===== config.mk =====
export PLATFORM = sky130hd
export DESIGN_NAME = mtx_encoder
export DESIGN_NICKNAME = d
export VERILOG_FILES = /design/src/rtl/mtx_pkg.sv /design/src/rtl/mtx_phase.sv /design/src/rtl/mtx_sampler.sv /design/src/rtl/mtx_cellgen.sv /design/src/rtl/mtx_encoder.sv
export SDC_FILE = /design/constraint.sdc
export NUM_CORES = 1
export LEC_CHECK = 0
export CAP_MARGIN = 20
export CORE_AREA = 2 2 39 41
export CTS_CLUSTER_DIAMETER = 40
export DETAILED_ROUTE_END_ITERATION = 8
export DIE_AREA = 0 0 41 43
export GPL_TIMING_DRIVEN = 0
export PLACE_DENSITY_LB_ADDON = 0.05
export SLEW_MARGIN = 5
export SYNTH_ARGS = -nofsm -noshare
export SYNTH_HDL_FRONTEND = slang
export SYNTH_HIERARCHICAL = 1
export SYNTH_SLANG_ARGS = --single-unit

===== constraint.sdc =====
create_clock -name clk -period 1.15 [get_ports clk]
set_input_delay 0.1725 -clock clk [delete_from_list [all_inputs] [get_ports clk]]
set_output_delay 0.1725 -clock clk [all_outputs]
set_load 0.02 [all_outputs]

===== src/rtl/mtx_pkg.sv =====
package mtx_pkg;

    typedef enum logic {
        PORT_TP  = 1'b0,
        PORT_AUI = 1'b1
    } port_e;

    localparam int NPORT = 2;

    // one bit captured from the controller
    typedef struct packed {
        logic vld;    // bit belongs to a frame
        logic dbit;   // sampled data value
        logic first;  // first bit of its frame
    } cap_t;

    // state of the line toward one port
    typedef struct packed {
        logic active;
        logic level;
    } line_t;

    function automatic line_t idle_line(input logic idle_lvl);
        line_t l;
        l.active = 1'b0;
        l.level  = idle_lvl;
        return l;
    endfunction

endpackage


===== src/rtl/mtx_phase.sv =====
module mtx_phase (
    input  logic clk,
    input  logic rst,
    output logic ph_o
);
    // ph_o low: the coming edge is a sample edge (TXC rises)
    always_ff @(posedge clk) begin
        if (rst) ph_o <= 1'b0;
        else     ph_o <= ~ph_o;
    end

    assert_txc_toggle_R1: assert property (@(posedge clk) disable iff (rst)
        1'b1 |=> ph_o != $past(ph_o));
endmodule


===== src/rtl/mtx_sampler.sv =====
module mtx_sampler
    import mtx_pkg::*;
(
    input  logic  clk,
    input  logic  rst,
    input  logic  ph_i,
    input  logic  txen_i,
    input  logic  txd_i,
    input  logic  port_sel_i,
    output cap_t  cap_o,
    output port_e sel_o
);
    logic frame_start;
    assign frame_start = txen_i && !cap_o.vld;

    always_ff @(posedge clk) begin
        if (rst) begin
            cap_o <= '0;
            sel_o <= PORT_TP;
        end else if (!ph_i) begin
            cap_o.vld   <= txen_i;
            cap_o.dbit  <= txd_i;
            cap_o.first <= frame_start;
            if (frame_start) sel_o <= port_e'(port_sel_i);
        end
    end
endmodule


===== src/rtl/mtx_cellgen.sv =====
module mtx_cellgen
    import mtx_pkg::*;
#(
    parameter logic IDLE_LVL = 1'b1
) (
    input  logic  clk,
    input  logic  rst,
    input  logic  ph_i,
    input  cap_t  cap_i,
    input  logic  txen_i,
    output line_t line_o
);
    line_t nxt;
    logic  cut_short;

    // final bit is a one in a frame longer than one bit
    assign cut_short = !txen_i && cap_i.dbit && !cap_i.first;

    always_comb begin
        nxt = idle_line(IDLE_LVL);
        if (cap_i.vld) begin
            if (ph_i) begin
                nxt.active = 1'b1;
                nxt.level  = ~cap_i.dbit;
            end else if (!cut_short) begin
                nxt.active = 1'b1;
                nxt.level  = cap_i.dbit;
            end
        end
    end

    always_ff @(posedge clk) begin
        if (rst) line_o <= idle_line(IDLE_LVL);
        else     line_o <= nxt;
    end

    // a first half followed by a driven second half changes level
    assert_mid_transition_R2: assert property (@(posedge clk) disable iff (rst)
        (line_o.active && !ph_i) |=> (!line_o.active || line_o.level != $past(line_o.level)));

    // activity only ever begins with a first half
    assert_start_first_half_R3: assert property (@(posedge clk) disable iff (rst)
        $rose(line_o.active) |-> !ph_i);
endmodule


===== src/rtl/mtx_encoder.sv =====
module mtx_encoder
    import mtx_pkg::*;
#(
    parameter logic IDLE_LVL = 1'b1
) (
    input  logic clk,
    input  logic rst,
    input  logic txen_i,
    input  logic txd_i,
    input  logic port_sel_i,
    output logic txc_o,
    output logic tp_data_o,
    output logic tp_active_o,
    output logic aui_data_o,
    output logic aui_active_o
);
    logic  ph;
    cap_t  cap;
    port_e sel;
    line_t line;
    line_t port_line [NPORT];

    mtx_phase u_phase (
        .clk  (clk),
        .rst  (rst),
        .ph_o (ph)
    );

    mtx_sampler u_sampler (
        .clk        (clk),
        .rst        (rst),
        .ph_i       (ph),
        .txen_i     (txen_i),
        .txd_i      (txd_i),
        .port_sel_i (port_sel_i),
        .cap_o      (cap),
        .sel_o      (sel)
    );

    mtx_cellgen #(.IDLE_LVL(IDLE_LVL)) u_cellgen (
        .clk    (clk),
        .rst    (rst),
        .ph_i   (ph),
        .cap_i  (cap),
        .txen_i (txen_i),
        .line_o (line)
    );

    for (genvar p = 0; p < NPORT; p++) begin : g_route
        assign port_line[p] = (int'(sel) == p) ? line : idle_line(IDLE_LVL);
    end

    assign txc_o        = ph;
    assign tp_data_o    = port_line[PORT_TP].level;
    assign tp_active_o  = port_line[PORT_TP].active;
    assign aui_data_o   = port_line[PORT_AUI].level;
    assign aui_active_o = port_line[PORT_AUI].active;

    assert_single_port_R8: assert property (@(posedge clk) disable iff (rst)
        $onehot0({tp_active_o, aui_active_o}));

    assert_sel_held_R9: assert property (@(posedge clk) disable iff (rst)
        (tp_active_o || aui_active_o) |-> $stable(sel));
endmodule


* Yosys cells after proc, flatten, opt, wreduce, memory -nomap -nowiden
Cells that the tools add are included.
** Word-level totals
- Register bits after elaboration :: 7
- Latch bits :: 0
- RAM bits :: 0
- Bits in read-only memories :: 0
- Input port bits :: 5
- Output and inout port bits :: 5
- Word-level logic and storage cells :: 22
- Memories kept :: 0
** Cells by class
- Add/sub/neg operators :: 0
- $mul :: 0
- Div/mod/pow operators :: 0
- Magnitude comparators :: 0
- Equality and inequality tests :: 0
- Shift-type cells :: 0
- Muxes and demuxes :: 4
- Bitwise logic cells :: 3
- Reduce and logical (&&, ||, !) cells :: 8
** Operators by type and width (number)
- 2-bit two-way mux :: 4
- 1-bit logical AND :: 3
- 1-bit logical NOT :: 3
- 1-bit inverter :: 3
- 2-bit AND reduction :: 1
- 2-bit OR reduction :: 1

* Depth between registers and ports, before layout
- Word-level depth :: 5
- Gate-level depth with buffers :: 2
- Depth with buffers taken out :: 2

* Modules after synthesis
Netlist, hierarchy kept.
** By module, submodules not included
- mtx_sampler :: times used 1, cells an instance 14, area an instance 150.1 sq um, seq. area each 80.1 sq um
- mtx_cellgen :: times used 1, cells an instance 6, area an instance 78.8 sq um, seq. area each 40.0 sq um
- mtx_encoder :: times used 1, cells an instance 4, area an instance 26.3 sq um, seq. area each 0.0 sq um
- mtx_phase :: times used 1, cells an instance 2, area an instance 23.8 sq um, seq. area each 20.0 sq um

* Worst setup path after synthesis
Ideal clock, no wire load.
- Path kind :: register to register
- Start :: register u_phase.ph_o
- End :: register u_sampler.sel_o
- Library setup time :: 118 ps
- Arrival time :: 990 ps
- Required time :: 1032 ps
- Slack :: 42 ps
- Stages on the path, launching flop included :: 3
- Buffers on the path :: 0
- Period minus slack after synthesis :: 1108 ps
- Path through :: dfxtp_1 > or3b_4 > mux2i_1
** Between the ends
- Longest elaborated chain between the ends :: 2
** Ends and longest elaborated chain
- start: declaration :: RTL line mtx_phase.sv:4 : output logic ph_o
- start signal: assignment :: RTL line mtx_phase.sv:9 : else ph_o <= ~ph_o;
- 1-bit inverter (no line)
- 2-bit AND reduction (no line)
- end signal: assignment :: RTL line mtx_sampler.sv:24 : if (frame_start) sel_o <= port_e'(port_sel_i);
- end: declaration :: RTL line mtx_sampler.sv:11 : output port_e sel_o
No other way between the ends.
A chain may end at the register's enable or synchronous reset.

* Worst setup path after layout
- Start :: register u_sampler.sel_o
- End :: output port tp_data_o
** Between the ends
- Longest elaborated chain between the ends :: 1
** Ends and longest elaborated chain
- 2-bit two-way mux :: RTL line mtx_encoder.sv:50 : assign port_line[p] = (int'(sel) == p) ? line : idle_line(IDLE_LVL);
- end: declaration :: RTL line mtx_encoder.sv:12 : output logic tp_data_o,
No other way between the ends.

==> metrics.md <==
| Metric | Value |
|---|---|
| Clock network fraction of design power | `39.1%` |
| Hold path cells | `1` |
| Worst setup slack after layout | `0.0391 ns` |
| Number of synthesis warnings | `6` |
| Flop pwr share | `48.9%` |
| Psw | `0.129 mW` |
| Sw Ratio | `23.1%` |
| WL/cell | `9.22 um` |
| CTS sink cnt | `7` |
| Peak supply drop | `508 uV` |
| Worst slew pin tran | `0.251 ns` |
| Clk_lat worst skew | `0.25 ns` |
| Die width | `41 um` |
| Buf+Inv Stages, Crit Path | `1` |
| DR iter-0 viols | `1` |
| Min Tclk post-route | `1.11 ns` |
| Fmax | `900 MHz` |
| Hold Startpoint | `u_sampler/cap_o[2]$_SDFFE_PP0N_` |
| Slew margin rel. | `83.2%` |
| Mapped Cells | `26` |
| Worst Setup End Kind | `primary output` |
| Post-CTS Setup Repair Bufs | `0` |
| Filler cells | `153` |
| Commonest non-fill, non-tap cells in the layout | `dfxtp_1 (5), clkdlybuf4s50_1 (4)` |
| Drc violations | `0` |
| Cells along the critical path | `or2_1 > buf_6` |
| Via density | `3.85` |
| Pin count of the biggest net entering global routing | `9` |
| Tcrit/Tclk final | `96.6%` |
| Seq/Total Area, Yosys | `50.2%` |
| Clock-pin slew on the worst setup and hold paths | `0.05 ns` |
| DIE HEIGHT | `43 um` |
| Longest Clk Path Bufs | `2` |
| Commonest non-fill, non-tap cell in the layout | `dfxtp_1` |
| Compound-cell area share of the yosys netlist | `1.79%` |
| TNS Setup | `0 ns` |
| Initial antenna violation count | `0` |
| Maximum fanout along the worst path | `5` |
| Layout area overhead | `46.2%` |
| Starting Density | `20.2%` |
| Grt total ovfl | `0` |
| Multiplexer area fraction after synthesis | `10.8%` |
| Tot GR Track Use | `7.55%` |
| RR Endpoint | `u_sampler/sel_o$_SDFFE_PP0P_` |
| Final hold vios | `0` |
| Share of cells above drive strength 1 | `33.3%` |
| Die area | `1760 um2` |
| TritonCTS clock tree | `built` |
| Worst EP required | `0.98 ns` |
| Reg2reg start | `u_phase/ph_o$_SDFF_PP0_` |
| Simple-gate share of the synthesized area | `34.1%` |
| Vias in the first global route | `192` |
| R2r setup slk | `0.11 ns` |
| H-tree Lvls | `1` |
| Xor and xnor area share after synthesis | `3.14%` |
| Crit start category | `flop` |
| Row cnt | `14` |
| Synth cell types | `14` |
| Buffers on Ports | `9` |
| Core area | `1380 um2` |
| RSZ-0062 raised after global routing | `true` |
| Syn_nets | `31` |
| Arrival @ worst endpoint | `0.94 ns` |
| Hold Crit Class | `reg2reg` |
| Critical-path top delay cell | `dfxtp_2` |
| Post-placement setup slack | `-0.209 ns` |
| First-pass GRT wire length | `821 um` |
| Post-route ant nets | `0` |
| Via count | `212` |
| Crit path largest cell delay | `0.33 ns` |
| I/O pins | `10` |
| DRT Pass-1 Iters | `2` |
| Avg Inst Size Synth | `10.7 um2` |
| CP top delay family | `flip-flops` |
| Placer Congestion | `0.677` |
| Diode count | `0` |
| Adder-Cell Fraction of Synth Area | `0%` |
| WL final | `507 um` |
| Largest family of logic cells by synthesized area | `simple AND/OR/NAND/NOR gates` |
| Status | `finished, final reports clean` |
| Max-cap viol count | `0` |
| Clock Root Buffer | `clkbuf_4` |
| Count of pins over their slew limit | `0` |
| Leak pwr | `0.162 nW` |
| Reg2reg path depth | `2` |
| Total CTS buffers | `3` |
| Worst Hold Path EP | `u_cellgen/line_o[0]$_SDFF_PP1_` |
| Final setup violation count | `0` |
| Comb pwr share | `12.0%` |
| Clk_skew | `0.00294 ns` |
| Cell Area, Synth | `279 um2` |
| Crit path kind | `reg2out` |
| Yosys reg bits | `7` |
| Pint | `0.432 mW` |
| Nets | `45` |
| PwrDens | `1380 nW/um2` |
-- state kept, by name (all words and copies together), names as in the netlist --
name              cells
u_sampler/cap_o       3
u_cellgen/line_o      2
u_phase/ph_o          1
u_sampler/sel_o       1
-- power groups by stage --
stage	combinational (mW)	sequential (mW)	clock (mW)
after detailed placement	0.0698	0.279	0
after global placement	0.0686	0.278	0
after CTS	0.0670	0.274	0.232
after global routing	0.0727	0.277	0.247
final	0.0674	0.274	0.219
after floorplan	0.0346	0.278	0
-- cells by family (layout without fill, tap and decap cells) --
| family | Yosys count | in the layout |
|---|---|---|
| AO/OA/AOI/OAI | 1 | 1 |
| XOR/XNOR | 1 | 1 |
| buffers and inverters | 0 | 13 |
| flip-flops | 7 | 7 |
| multiplexers | 3 | 3 |
| AND/OR/NAND/NOR | 14 | 14 |
-- timing repair --
item | 4_1_cts | 5_1_grt
endpoints found under the setup margin | 5 | 3
resized for setup | 19 | 4
hold buffers | 0 | 0
cloned | 0 | 0
-- routing by layer --
metal | track usage (%) | part of all wire [%] | up-vias
li1 | - | - | 113
met5 | 0 | 0 | -
met4 | 8.00 | 0 | 0
met2 | 8.75 | 46 | 11
met1 | 9.42 | 46 | 88
met3 | 3.14 | 7.9 | 0
-- worst register-to-register path: cells and delay by family (launching register included) --
| kind | cells | cell delay [ns] |
|---|---|---|
| and+or+nand+nor | 1 | 0.42 |
| DFF | 1 | 0.38 |
| muxes | 1 | 0.13 |
-- synth_stat cells (all sizes together) --
library cell	count	area [um2]
or3b	1	11.3
nor2	3	11.3
nor3b	1	7.51
xnor2	1	8.76
nand2	1	3.75
mux2i	3	30.0
or2	1	6.26
nand3b	1	7.51
a21oi	1	5.00
dfxtp	7	140
nor2b	1	6.26
nand2b	3	18.8
nor4b	1	15.0
and2	1	7.51
-- metrics by stage --
stage | total power, mW | hold WS [ns] | utilization, % | instance area, um2 | instances
after detailed placement | 0.349 | 0.427 | 28.1 | 389 | 51
final | 0.561 | 0.430 | 29.5 | 408 | 55
after global placement | 0.347 | 0.430 | 28.1 | 389 | 51
after floorplan | 0.313 | 0.239 | - | 279 | 26
after global routing | 0.597 | 0.461 | 29.5 | 408 | 55
after CTS | 0.573 | 0.433 | 29.8 | 413 | 55
-- how the worst max path moves through the flow --
stage,end,depth (start not counted),from,slack [ns]
CTS,aui_data_o,2,u_cellgen/line_o[0]$_SDFF_PP1_,0.02
finish,tp_data_o,2,u_sampler/sel_o$_SDFFE_PP0P_,0.04
global placement,txc_o,1,u_phase/ph_o$_SDFF_PP0_,-0.19
floorplan,u_sampler/sel_o$_SDFFE_PP0P_,2,u_phase/ph_o$_SDFF_PP0_,0.04
detailed placement,u_sampler/sel_o$_SDFFE_PP0P_,3,txen_i,-0.21
global route,tp_data_o,2,u_sampler/sel_o$_SDFFE_PP0P_,-0.004
-- area by class of cell --
| cell class | count | area, um2 | area share, % |
|---|---|---|---|
| Timing Repair Buffer | 9 | 77.6 | 19.0 |
| Multi-Input combinational cell | 19 | 139 | 34.0 |
| Tap cell | 16 | 20.0 | 4.91 |
| Clock buffer | 4 | 26.3 | 6.44 |
| Sequential cell | 7 | 145 | 35.6 |
Note: power is estimated with default switching activity, not from simulation.
